===== src/rtl/hb_gate_pkg.sv =====
package hb_gate_pkg;

    typedef enum logic [1:0] {
        LEG_Z = 2'b00,
        LEG_H = 2'b01,
        LEG_L = 2'b10
    } leg_code_e;

    typedef enum logic [1:0] {
        S_OFF,
        S_HIGH,
        S_LOW,
        S_DEAD
    } leg_state_e;

endpackage


===== src/rtl/hb_deglitch.sv =====
module hb_deglitch #(
    parameter int HOLD = 4
) (
    input  logic clk,
    input  logic rst_n,
    input  logic raw,
    output logic filt
);
    localparam int CW = (HOLD > 1) ? $clog2(HOLD) : 1;

    logic [CW-1:0] run_cnt;

    always_ff @(posedge clk or negedge rst_n) begin
        if (!rst_n) begin
            filt    <= 1'b0;
            run_cnt <= '0;
        end else if (raw != filt) begin
            if (run_cnt == CW'(HOLD - 1)) begin
                filt    <= raw;
                run_cnt <= '0;
            end else begin
                run_cnt <= run_cnt + CW'(1);
            end
        end else begin
            run_cnt <= '0;
        end
    end
endmodule


===== src/rtl/hb_leg_fsm.sv =====
module hb_leg_fsm
    import hb_gate_pkg::*;
#(
    parameter int DEAD_CYCLES = 6
) (
    input  logic      clk,
    input  logic      rst_n,
    input  logic      dis,
    input  logic      hi_f,
    input  logic      lo_f,
    output logic      hs_on,
    output logic      ls_on,
    output leg_code_e code
);
    localparam int CW = (DEAD_CYCLES > 1) ? $clog2(DEAD_CYCLES) : 1;

    leg_state_e    state, state_n;
    logic [CW-1:0] dead_cnt;
    logic          want_h, want_l, dead_done;

    assign want_h    = hi_f & ~lo_f;
    assign want_l    = lo_f & ~hi_f;
    assign dead_done = (dead_cnt == CW'(DEAD_CYCLES - 1));

    // next-state decision
    always_comb begin
        state_n = state;
        unique case (state)
            S_OFF: begin
                if (!dis && want_h)      state_n = S_HIGH;
                else if (!dis && want_l) state_n = S_LOW;
            end
            S_HIGH: if (dis || !want_h) state_n = S_DEAD;
            S_LOW:  if (dis || !want_l) state_n = S_DEAD;
            S_DEAD: begin
                if (dead_done) begin
                    if (dis)         state_n = S_OFF;
                    else if (want_h) state_n = S_HIGH;
                    else if (want_l) state_n = S_LOW;
                    else             state_n = S_OFF;
                end
            end
        endcase
    end

    // state register and dead-interval counter
    always_ff @(posedge clk or negedge rst_n) begin
        if (!rst_n) begin
            state    <= S_OFF;
            dead_cnt <= '0;
        end else begin
            state <= state_n;
            if (state != S_DEAD)
                dead_cnt <= '0;
            else
                dead_cnt <= dead_cnt + CW'(1);
        end
    end

    // outputs, gated by the global disable
    always_comb begin
        hs_on = 1'b0;
        ls_on = 1'b0;
        code  = LEG_Z;
        unique case (state)
            S_HIGH: if (!dis) begin hs_on = 1'b1; code = LEG_H; end
            S_LOW:  if (!dis) begin ls_on = 1'b1; code = LEG_L; end
            S_OFF, S_DEAD: ;
        endcase
    end
endmodule


===== src/rtl/hb_gate_ctrl.sv =====
module hb_gate_ctrl
    import hb_gate_pkg::*;
#(
    parameter int NUM_LEGS    = 2,
    parameter int DGL_CYCLES  = 4,
    parameter int DEAD_CYCLES = 6
) (
    input  logic                  clk,
    input  logic                  rst_n,
    input  logic                  bridge_dis,
    input  logic [NUM_LEGS-1:0]   hi_en,
    input  logic [NUM_LEGS-1:0]   lo_en,
    output logic [NUM_LEGS-1:0]   hs_gate,
    output logic [NUM_LEGS-1:0]   ls_gate,
    output logic [2*NUM_LEGS-1:0] leg_state
);
    for (genvar g = 0; g < NUM_LEGS; g++) begin : g_leg
        logic      hi_f, lo_f;
        leg_code_e code;

        hb_deglitch #(.HOLD(DGL_CYCLES)) u_dg_hi (
            .clk(clk), .rst_n(rst_n), .raw(hi_en[g]), .filt(hi_f)
        );
        hb_deglitch #(.HOLD(DGL_CYCLES)) u_dg_lo (
            .clk(clk), .rst_n(rst_n), .raw(lo_en[g]), .filt(lo_f)
        );
        hb_leg_fsm #(.DEAD_CYCLES(DEAD_CYCLES)) u_fsm (
            .clk(clk), .rst_n(rst_n), .dis(bridge_dis),
            .hi_f(hi_f), .lo_f(lo_f),
            .hs_on(hs_gate[g]), .ls_on(ls_gate[g]), .code(code)
        );
        assign leg_state[2*g +: 2] = code;
    end
endmodule


===== config.mk =====
export PLATFORM = sky130hd
export DESIGN_NAME = hb_gate_ctrl
export DESIGN_NICKNAME = d
export VERILOG_FILES = /design/src/rtl/hb_gate_pkg.sv /design/src/rtl/hb_deglitch.sv /design/src/rtl/hb_leg_fsm.sv /design/src/rtl/hb_gate_ctrl.sv
export SDC_FILE = /design/constraint.sdc
export NUM_CORES = 1
export LEC_CHECK = 0
export ABC_AREA = 1
export BUFFER_PORTS_ARGS = -buffer_cell sky130_fd_sc_hd__buf_4
export CORE_AREA = 2 2 69 71
export CTS_BUF_LIST = sky130_fd_sc_hd__clkbuf_8
export CTS_CLUSTER_SIZE = 20
export DETAILED_ROUTE_END_ITERATION = 7
export DIE_AREA = 0 0 71 73
export GPL_TIMING_DRIVEN = 0
export PLACE_DENSITY = 0.5
export SLEW_MARGIN = 5
export SYNTH_ARGS = -nofsm -noshare
export SYNTH_HDL_FRONTEND = slang
export SYNTH_SLANG_ARGS = --single-unit

===== constraint.sdc =====
create_clock -name clk -period 1.32 [get_ports clk]
set_input_delay 0.33 -clock clk [delete_from_list [all_inputs] [get_ports clk]]
set_output_delay 0.33 -clock clk [all_outputs]
set_load 0.05 [all_outputs]

==> reports/results.ini, run 1 <==
[run_status]
status = finished, violations left
violations = negative setup slack

[power]
clkPwrFrac_pct = 10.1
leakagePower_nw = 0.873
p_comb_share_pct = 61.8
pwr-share-seq_pct = 28.0
irDropWorstVdd_uv = 844
power_density_nw_per_um2 = 2260
p_int_mw = 2.20
p_sw_mw = 1.78
switching_share_pct = 44.6

[synth]
synth_seq_area_share_pct = 42.1
synthCells = 153
synth_cell_types = 18
syn_nets = 176
ys_warn_count = 0
ys_seq_elements = 22
synth_area_sq_um = 1310
syn_area_per_cell_sq_um = 8.54

[floorplanning]
num_io_pins = 15
die_y_um = 73
dieArea_sq_um = 5180
rows = 25
start_util_pct = 28.8
die_w_um = 71
coreArea_sq_um = 4540

[finish]
fin_area_sq_um = 1760
drive_gt1_share_pct = 38.0
layout_commonest_cell = dfrtp_1
layout_common_cells = dfrtp_1 (22), nand2_1 (20), nor2_1 (19), buf_4 (19), inv_1 (13)
nets = 204
syn2layout_area_growth_pct = 34.8
antennaDiodeCount = 0

[timing]
final_hold_viol_count = 0
finClkSkew_ns = 0.00541
fin_ws_ns = -0.361
rsz0062_at_grt = true
finalCritPeriodShare_pct = 127
setup_viol_count_final = 9
worst_slew_pin_slew_ns = 0.291
drv_slew = 0
max-slew-margin-rel_pct = 80.6
fmax_mhz = 595
min_period_ns = 1.68

[clock_tree]
numCtsBuffers = 3
clkSinkCount = 22
h-tree-depth = 1
cts_tree = done
clk-insertion-delay-late_ns = 0.26
cts_root_buffer = clkbuf_8
clkTransAtPathRegs_ns = 0.08
clockBufferDepth = 2

[detailed_routing]
drc = 0
finalWirelength_um = 2670
drt-initial-drc-count = 32
wl_per_cell_um = 11.5
via_per_inst = 4.60
vias = 1072
ant_nets = 0
dr.pass1.iters = 4

[setup_path]
path_common_cell = inv_2
cpPeakStageDelay_ns = 0.41
worst_ep_arrival_time_ns = 1.35
start_kind = flop
worst_setup_path_end_kind = output pin
cp_top_family = buffers and inverters
r2r_start = g_leg[0].u_fsm.state[0]$_DFFE_PN0P_
critPathSlowestCell = dfrtp_1
crit_fanout = 3
critPathLaunch = g_leg[1].u_fsm.state[1]$_DFFE_PN0P_
cp_cell_sequence = inv_2 -> ha_4 -> inv_2 -> nor2_2 -> buf_4 -> buf_8
cp_num_buf_inv = 4
required_ns = 0.99
crit_type = reg -> out

[grt]
grt_pass1_vias = 1143
grt.total_usage_pct = 10.9
grt_max_degree = 23
grt_overflow_total = 0
antenna_found_initial = 0
grt_pass1_wl_um = 4530

[place]
post-dp-hpwl_um = 1990
place_area_sq_um = 1510
gp_congestion = 0.772
place_ws_ns = -0.212
port_buffers = 14

[min_path]
hp-class = in -> reg
hp-start = lo_en[0]

[job]
maxCapViolations = 0

-- Yosys cell counts --
library cell / count / area, sq um
or2_2: 2 / 12.5
dfrtp_1: 22 / 551
nand2_2: 3 / 18.8
nand3_2: 2 / 20.0
ha_1: 16 / 200
inv_1: 23 / 86.3
nor2_4: 2 / 22.5
xnor2_1: 4 / 35.0
nand4_1: 1 / 6.26
o21ai_0: 8 / 40.0
nor3_1: 6 / 30.0
nand2_4: 1 / 11.3
nor2_1: 22 / 82.6
nand3_1: 11 / 55.1
buf_4: 5 / 37.5
inv_2: 2 / 7.51
a21oi_1: 3 / 15.0
nand2_1: 20 / 75.1
-- state kept, by name (all words and copies together), names as in the netlist --
| register | cells |
|---|---|
| g_leg.u_dg_hi.filt | 2 |
| g_leg.u_dg_hi.run_cnt | 4 |
| g_leg.u_fsm.state | 4 |
| g_leg.u_dg_lo.filt | 2 |
| g_leg.u_dg_lo.run_cnt | 4 |
| g_leg.u_fsm.dead_cnt | 6 |
-- final timing paths --
kind	end	slack, ns	depth (start not counted)
max	leg_state[2]	-0.36	6
max in group asynchronous	g_leg[1].u_dg_lo.filt$_DFFE_PN0P_	0.59	2
min reg2reg	g_leg[0].u_dg_hi.run_cnt[0]$_DFF_PN0_	0.44	1
max reg2reg	g_leg[0].u_fsm.state[0]$_DFFE_PN0P_	-0.01	7
min	g_leg[0].u_dg_lo.filt$_DFFE_PN0P_	0.31	3
min in group asynchronous	g_leg[0].u_dg_hi.run_cnt[1]$_DFF_PN0_	0.49	2
-- final cells by class --
class | instances | area, sq um
buffer | 5 | 37.5
timing repair buffer | 23 | 228
multi-input combinational | 101 | 737
inverter | 25 | 98.8
clock buffer | 3 | 41.3
sequential | 22 | 551
tap | 54 | 67.6
fill | 451 | 2780
-- metrics by stage --
step | hold slack, ns | util (%) | setup TNS [ns] | power, mW | std cells
final | 0.307 | 38.8 | -2.67 | 3.98 | 233
after global routing | 0.296 | 38.8 | -3.56 | 4.32 | 233
after CTS | 0.299 | 38.3 | -2.77 | 3.94 | 232
after detailed placement | 0.242 | 33.3 | -1.56 | 3.01 | 221
after global placement | 0.232 | 33.3 | -1.29 | 2.91 | 221
after floorplan | 0.0344 | - | -0.440 | 2.56 | 153
-- logic make-up (layout without fill, tap and decap cells) --
family / after synthesis / after routing / share of synthesized area, %
compound gates: 11 / 11 / 4.21
xor+xnor: 4 / 4 / 2.68
fa+ha+maj: 16 / 16 / 15.3
buf+inv: 30 / 56 / 10.1
flops: 22 / 22 / 42.1
simple gates: 70 / 70 / 25.6
-- power groups by stage --
stage	clock, mW	combinational, mW	sequential, mW
4_1_cts	0.430	2.39	1.12
6_report	0.403	2.46	1.12
3_3_place_gp	0	1.80	1.12
2_1_floorplan	0	1.48	1.09
5_1_grt	0.457	2.72	1.15
3_5_place_dp	0	1.87	1.14
-- layer usage --
metal | GRT usage, % | share of wire [%]
met1 | 11.4 | 39
met2 | 20.2 | 55
met3 | 3.31 | 3.5
met4 | 4.82 | 2.1
met5 | 0 | 0
-- tightest hold or removal path, stage by stage --
cell and delay [ns]:
buf_4 0.09, nand2_1 0.05, o21ai_0 0.06
-- what timing repair did --
action,4_1_cts,5_1_grt
gates resized for setup,38,6
buffers inserted,7,2
setup endpoints to repair,12,12
hold endpoints to repair,22,0
hold buffers,1,0
cloned,0,0
pin swaps,8,6
Note: power is estimated with default switching activity, not from simulation.
==> inputs of run 2 (changes only) <==
--- a/config.mk
+++ b/config.mk
@@ -7,14 +7,15 @@
 export LEC_CHECK = 0
 export ABC_AREA = 1
 export BUFFER_PORTS_ARGS = -buffer_cell sky130_fd_sc_hd__buf_4
-export CORE_AREA = 2 2 69 71
+export CORE_AREA = 2 2 72 74
 export CTS_BUF_LIST = sky130_fd_sc_hd__clkbuf_8
 export CTS_CLUSTER_SIZE = 20
 export DETAILED_ROUTE_END_ITERATION = 7
-export DIE_AREA = 0 0 71 73
+export DIE_AREA = 0 0 74 76
 export GPL_TIMING_DRIVEN = 0
-export PLACE_DENSITY = 0.5
+export PLACE_DENSITY = 0.49
 export SLEW_MARGIN = 5
 export SYNTH_ARGS = -nofsm -noshare
 export SYNTH_HDL_FRONTEND = slang
+export SYNTH_HIERARCHICAL = 1
 export SYNTH_SLANG_ARGS = --single-unit
==> reports/results.ini, run 2 <==
[run_status]
status = finished, violations left  ; unchanged
violations = negative setup slack  ; unchanged

[grt]
grt_pass1_wl_um = 4400  ; was 4530 um
grt_max_degree = 23  ; unchanged
use_met2_pct = 14.5  ; was 20.2%
antenna_found_initial = 0  ; unchanged
grt.total_usage_pct = 9.76  ; was 10.9%
grt_pass1_vias = 1010  ; was 1143
busiest_layer = met2  ; unchanged
grt.met1_usage_pct = 14.3  ; was 11.4%
grtUsageMet3_pct = 0.794  ; was 3.31%
grt_overflow_total = 0  ; unchanged

[timing]
fmax_mhz = 593  ; was 595 MHz
final_hold_viol_count = 0  ; unchanged
drv_slew = 0  ; unchanged
setup_viol_count_final = 11  ; was 9
max-slew-margin-rel_pct = 81.6  ; was 80.6%
finalCritPeriodShare_pct = 128  ; was 127%
worst_slew_pin_slew_ns = 0.276  ; was 0.291 ns
rsz0062_at_grt = true  ; unchanged
finClkSkew_ns = 0.000810  ; was 0.00541 ns
fin_ws_ns = -0.368  ; was -0.361 ns
min_period_ns = 1.69  ; was 1.68 ns

[power]
power_density_nw_per_um2 = 2400  ; was 2260 nW/um^2
pwr-share-seq_pct = 25.2  ; was 28.0%
switching_share_pct = 45.2  ; was 44.6%
leakagePower_nw = 0.999  ; was 0.873 nW
p_int_mw = 2.65  ; was 2.20 mW
clkPwrFrac_pct = 9.6  ; was 10.1%
irDropWorstVdd_uv = 599  ; was 844 uV
p_sw_mw = 2.19  ; was 1.78 mW
power.total_mw = 4.84  ; was 3.98 mW
p_comb_share_pct = 65.3  ; was 61.8%

[place]
post-dp-hpwl_um = 1830  ; was 1990 um
dp.cells = 254  ; was 221
gp_congestion = 0.727  ; was 0.772
port_buffers = 14  ; unchanged

[floorplanning]
rows = 26  ; was 25
dieArea_sq_um = 5620  ; was 5180 sq um
coreArea_sq_um = 4910  ; was 4540 sq um
start_util_pct = 28.4  ; was 28.8%
die_y_um = 76  ; was 73 um
num_io_pins = 15  ; unchanged
die_w_um = 74  ; was 71 um

[detailed_routing]
ant_nets = 0  ; unchanged
finalWirelength_um = 2540  ; was 2670 um
vias = 1073  ; was 1072
dr.pass1.iters = 3  ; was 4
drt-initial-drc-count = 33  ; was 32
via_per_inst = 3.90  ; was 4.60
drc = 0  ; unchanged
wl_per_cell_um = 9.23  ; was 11.5 um

[setup_path]
crit_fanout = 4  ; was 3
crit_type = reg -> out  ; unchanged
required_ns = 0.99  ; about the same
start_kind = flop  ; unchanged
worst_ep_arrival_time_ns = 1.36  ; was 1.35 ns
worst_setup_path_end_kind = output pin  ; unchanged
reg2regPathDepth = 10  ; was 7

[finish]
antennaDiodeCount = 0  ; unchanged
regMostFlops = g_leg.u_fsm/dead_cnt  ; was g_leg.u_fsm.dead_cnt
stdcell_count = 275  ; was 233
nets = 231  ; was 204
layout_common_cells = nand2_1 (30), inv_1 (22), dfrtp_1 (21)  ; was dfrtp_1 (22), nand2_1 (20), nor2_1 (19), buf_4 (19), inv_1 (13)
syn2layout_area_growth_pct = 44.6  ; was 34.8%
layout_commonest_cell = nand2_1  ; was dfrtp_1
largest_register_ff_count = 6  ; unchanged
utilization_pct = 41.1  ; was 38.8%
drive_gt1_share_pct = 40.5  ; was 38.0%

[clock_tree]
numCtsBuffers = 3  ; unchanged
cts_root_buffer = clkbuf_8  ; unchanged
clk-insertion-delay-late_ns = 0.25  ; was 0.26 ns
clkSinkCount = 22  ; unchanged
h-tree-depth = 1  ; unchanged
clkTransAtPathRegs_ns = 0.07  ; was 0.08 ns
cts_tree = done  ; unchanged
clockBufferDepth = 2  ; unchanged

[synth]
synthCells = 170  ; was 153
ys_warn_count = 6  ; was 0
synth_common_cells = inv_1 (30), nand2_1 (30), dfrtp_1 (22), nor2_1 (22), ha_1 (18)  ; was inv_1 (23), dfrtp_1 (22), nor2_1 (22), nand2_1 (20), ha_1 (16)
async_flop_share_pct = 100  ; unchanged
synth_seq_area_share_pct = 39.4  ; was 42.1%
synth_ff_type = dfrtp_1  ; unchanged
synth_top_area_share_pct = 39.4  ; was 42.1%
synthTopCellsByArea = dfrtp_1 (39%), ha_1 (16%), inv_1 (8.1%), nand2_1 (8.1%), nor2_1 (5.9%)  ; was dfrtp_1 (42%), ha_1 (15%), inv_1 (6.6%), nor2_1 (6.3%), nand2_1 (5.7%)
synth_area_sq_um = 1400  ; was 1310 sq um
ys_seq_elements = 22  ; unchanged
synth_edf_count = 0  ; unchanged
syn_area_per_cell_sq_um = 8.21  ; was 8.54 sq um
synth_cell_types = 16  ; was 18
syn_nets = 195  ; was 176
yosys.area.top_type = dfrtp_1  ; unchanged

[min_path]
hold-path-cell-count = 3  ; unchanged
hp-class = in -> reg  ; unchanged

[job]
maxCapViolations = 0  ; unchanged

-- run 2: cell count changes after synthesis, sizes merged, moves of 2 or more --
cell | previous run | this run
buf | 5 | 0
nand3 | 13 | 10
ha | 16 | 18
xnor2 | 4 | 2
nor3 | 6 | 4
inv | 25 | 38
or2 | 2 | 4
o21ai | 8 | 4
nor2 | 24 | 28
nand4 | 1 | 6
nand2 | 24 | 30
-- run 2: path summary, 6_finish.rpt --
check                                                     startpoint  slack (ns)                                    end
worst max-delay path             g_leg[1].u_fsm/state[0]$_DFFE_PN0P_       -0.37                           leg_state[3]
worst min-delay path                                        lo_en[1]        0.30      g_leg[1].u_dg_lo/filt$_DFFE_PN0P_
worst max register to register   g_leg[0].u_fsm/state[0]$_DFFE_PN0P_       -0.03    g_leg[0].u_fsm/state[1]$_DFFE_PN0P_
worst min register to register  g_leg[1].u_fsm/dead_cnt[0]$_DFF_PN0_        0.46   g_leg[1].u_fsm/dead_cnt[0]$_DFF_PN0_
max in group asynchronous                                      rst_n        0.58    g_leg[1].u_fsm/state[0]$_DFFE_PN0P_
min in group asynchronous                                      rst_n        0.50  g_leg[1].u_dg_lo/run_cnt[0]$_DFF_PN0_
-- run 2: power groups by stage --
stage	Combinational, mW	Clock (mW)	Sequential, mW
after detailed placement	2.44	0	1.23
after floorplan	2.00	0	1.17
final	3.16	0.462	1.22
after global placement	2.44	0	1.23
after global routing	3.53	0.514	1.26
after CTS	3.00	0.492	1.22
-- run 2: final cells by class --
class                           count  area, sq um
Clock buffer                        4         55.1
Tap cell                           70         87.6
Fill cell                         491         2890
Inverter                           38          163
Multi-Input combinational cell    110          871
Timing Repair Buffer               31          292
Sequential cell                    22          552
-- run 2: logic make-up (layout without fill, tap and decap cells) --
logic type	count (synthesis)	count (layout)	synth area share [%]
xor gates and xnor gates	2	2	1.25
AOI/OAI and AO/OA	8	8	3.94
DFF	22	22	39.4
adders and majority gates	18	18	16.1
buffers and inverters	38	73	10.2
and+or+nand+nor	82	82	29.0
-- run 2: stage by stage --
| step | TNS (ns) | setup slack, ns | hold slack, ns | cell area (sq um) |
|---|---|---|---|---|
| floorplan | -0.906 | -0.239 | 0.0344 | 1500 |
| global placement | -0.962 | -0.173 | 0.238 | 1690 |
| detailed placement | -0.968 | -0.182 | 0.239 | 1690 |
| CTS | -2.54 | -0.390 | 0.290 | 1960 |
| global route | -3.19 | -0.440 | 0.294 | 2020 |
| finish | -2.39 | -0.368 | 0.300 | 2020 |
-- run 2: worst max-delay path, cell delays in order (launching register included) --
cell and delay (ns):
dfrtp_2 0.43, inv_4 0.07, ha_4 0.28, inv_4 0.05
nor3_4 0.11, buf_6 0.18
-- run 2: what timing repair did --
item,CTS,global route
hold buffers,1,0
resized for setup,30,5
buffers inserted,10,7
endpoints found under the hold margin,22,0
setup endpoints to repair,8,12
pin swaps,7,8
-- run 2: metal layers --
| metal | up-vias | wire length (um) |
|---|---|---|
| li1 | 587 | - |
| met1 | 472 | 1250 |
| met2 | 12 | 1220 |
| met3 | 2 | 38 |
| met4 | 0 | 34 |
| met5 | - | 0 |
==> inputs of run 3 (changes only) <==
--- a/config.mk
+++ b/config.mk
@@ -19,3 +19,4 @@
 export SYNTH_HDL_FRONTEND = slang
 export SYNTH_HIERARCHICAL = 1
 export SYNTH_SLANG_ARGS = --single-unit
+export TNS_END_PERCENT = 20
==> reports/results.ini, run 3 (synthesis gave the netlist of run 2 again) <==
[run_status]
status = finished, violations left  ; unchanged
violations = negative setup slack  ; unchanged

[setup_path]
crit_fanout = 3  ; was 4
worst_setup_path_end_kind = output pin  ; unchanged
start_kind = flop  ; unchanged
crit_type = reg -> out  ; unchanged
worst_ep_arrival_time_ns = 1.34  ; was 1.36 ns
required_ns = 0.99  ; about the same

[timing]
drv_slew = 0  ; unchanged
fmax_mhz = 598  ; was 593 MHz
max-slew-margin-rel_pct = 81.3  ; was 81.6%
finClkSkew_ns = 0.00223  ; was 0.000810 ns
rsz0062_at_grt = true  ; unchanged
setup_tns_ns = -2.40  ; was -2.39 ns
fin_ws_ns = -0.353  ; was -0.368 ns
whs_ns = 0.296  ; was 0.300 ns
setup_viol_count_final = 8  ; was 11
min_period_ns = 1.67  ; was 1.69 ns
finalCritPeriodShare_pct = 127  ; was 128%
worst_slew_pin_slew_ns = 0.281  ; was 0.276 ns
final_hold_viol_count = 0  ; unchanged

[job]
maxCapViolations = 0  ; unchanged

[min_path]
hp-class = in -> reg  ; unchanged

[floorplanning]
start_util_pct = 28.4  ; unchanged
rows = 26  ; unchanged
coreArea_sq_um = 4910  ; unchanged
num_io_pins = 15  ; unchanged
die_y_um = 76  ; unchanged
dieArea_sq_um = 5620  ; unchanged
die_w_um = 74  ; unchanged

[detailed_routing]
drc = 0  ; unchanged
ant_nets = 0  ; unchanged
dr.pass1.iters = 4  ; was 3
vias = 1073  ; unchanged
finalWirelength_um = 2380  ; was 2540 um
via_per_inst = 3.97  ; was 3.90
drt-initial-drc-count = 42  ; was 33
wl_per_cell_um = 8.81  ; was 9.23 um

[finish]
largest_register_ff_count = 6  ; unchanged
layout_commonest_cell = nand2_1  ; unchanged
antennaDiodeCount = 0  ; unchanged
syn2layout_area_growth_pct = 37.3  ; was 44.6%
nets = 226  ; was 231
layout_common_cells = nand2_1 (30), inv_1 (22), dfrtp_1 (22)  ; was nand2_1 (30), inv_1 (22), dfrtp_1 (21)
drive_gt1_share_pct = 38.5  ; was 40.5%
regMostFlops = g_leg.u_fsm/dead_cnt  ; unchanged

[clock_tree]
clkTransAtPathRegs_ns = 0.07  ; about the same
clockBufferDepth = 2  ; unchanged
clk-insertion-delay-late_ns = 0.26  ; was 0.25 ns
clkSinkCount = 22  ; unchanged
cts_root_buffer = clkbuf_8  ; unchanged
cts_tree = done  ; unchanged
h-tree-depth = 1  ; unchanged
numCtsBuffers = 3  ; unchanged

[place]
gp_congestion = 0.707  ; was 0.727
port_buffers = 14  ; unchanged
post-dp-hpwl_um = 1790  ; was 1830 um

[grt]
grt_max_degree = 23  ; unchanged
antenna_found_initial = 0  ; unchanged
grt_pass1_vias = 1071  ; was 1010
grt.total_usage_pct = 9.94  ; was 9.76%
grt_overflow_total = 0  ; unchanged
grt_pass1_wl_um = 4580  ; was 4400 um

[power]
leakagePower_nw = 0.958  ; was 0.999 nW
power.total_mw = 4.56  ; was 4.84 mW
power_density_nw_per_um2 = 2380  ; was 2400 nW/um^2
irDropWorstVdd_uv = 502  ; was 599 uV

-- run 3: cell count changes in the layout (fill, tap and decap cells not counted), moves of 2 or more --
cell | previous run | this run
inv_4 | 8 | 6
ha_2 | 0 | 2
buf_6 | 13 | 8
nor2_2 | 4 | 8
inv_2 | 8 | 10
nor2_4 | 6 | 2
-- run 3: worst paths after layout --
check                                                     start                                    end  slack, ns  depth (start not counted)
max                         g_leg[0].u_fsm/state[0]$_DFFE_PN0P_                           leg_state[0]      -0.35                          5
min                                                    hi_en[0]      g_leg[0].u_dg_hi/filt$_DFFE_PN0P_       0.30                          3
max reg2reg                 g_leg[0].u_fsm/state[1]$_DFFE_PN0P_    g_leg[0].u_fsm/state[1]$_DFFE_PN0P_          0                          8
min reg2reg                g_leg[0].u_fsm/dead_cnt[0]$_DFF_PN0_   g_leg[0].u_fsm/dead_cnt[0]$_DFF_PN0_       0.46                          1
max in group asynchronous                                 rst_n    g_leg[0].u_fsm/state[1]$_DFFE_PN0P_       0.61                          2
min in group asynchronous                                 rst_n  g_leg[1].u_dg_lo/run_cnt[0]$_DFF_PN0_       0.49                          2
-- run 3: report_power, final --
group	total, mW	internal, mW	switching (mW)
Clock	0.468	0.265	0.203
Combinational	2.89	1.24	1.65
Sequential	1.20	0.965	0.236
Total	4.56	2.47	2.09
-- run 3: final cells by class --
class	count	area [sq um]
Sequential cell	22	551
Clock buffer	4	55.1
Tap cell	70	87.6
Inverter	38	158
Fill cell	506	3000
Timing Repair Buffer	26	228
Multi-Input combinational cell	110	838
-- run 3: critical path: stages (launching register included) --
cell,delay [ns]
dfrtp_1,0.39
inv_2,0.09
ha_4,0.28
inv_4,0.05
nor3_4,0.11
buf_6,0.17
-- run 3: metrics by stage --
stage	cell area, sq um	utilization, %	setup slack, ns	instances
5_1_grt	1920	39.0	-0.438	270
3_5_place_dp	1670	34.1	-0.175	254
4_1_cts	1910	38.9	-0.369	269
2_1_floorplan	1480	-	-0.239	170
6_report	1920	39.0	-0.353	270
3_3_place_gp	1670	34.1	-0.175	254
-- run 3: timing repair --
| item | CTS | global route |
|---|---|---|
| hold buffers | 1 | 0 |
| resized for setup | 24 | 0 |
| buffers inserted | 10 | 1 |
| setup endpoints to repair | 8 | 12 |
| endpoints found under the hold margin | 22 | 0 |
| pin swaps | 5 | 1 |
-- run 3: routing by layer --
metal,wire (um),GRT usage [%],part of all wire (%),up-vias
li1,-,-,-,580
met1,1170,13.5,49,469
met2,1100,15.8,46,17
met3,49,0.926,2.1,7
met4,64,4.36,2.7,0
met5,0,0,0,-
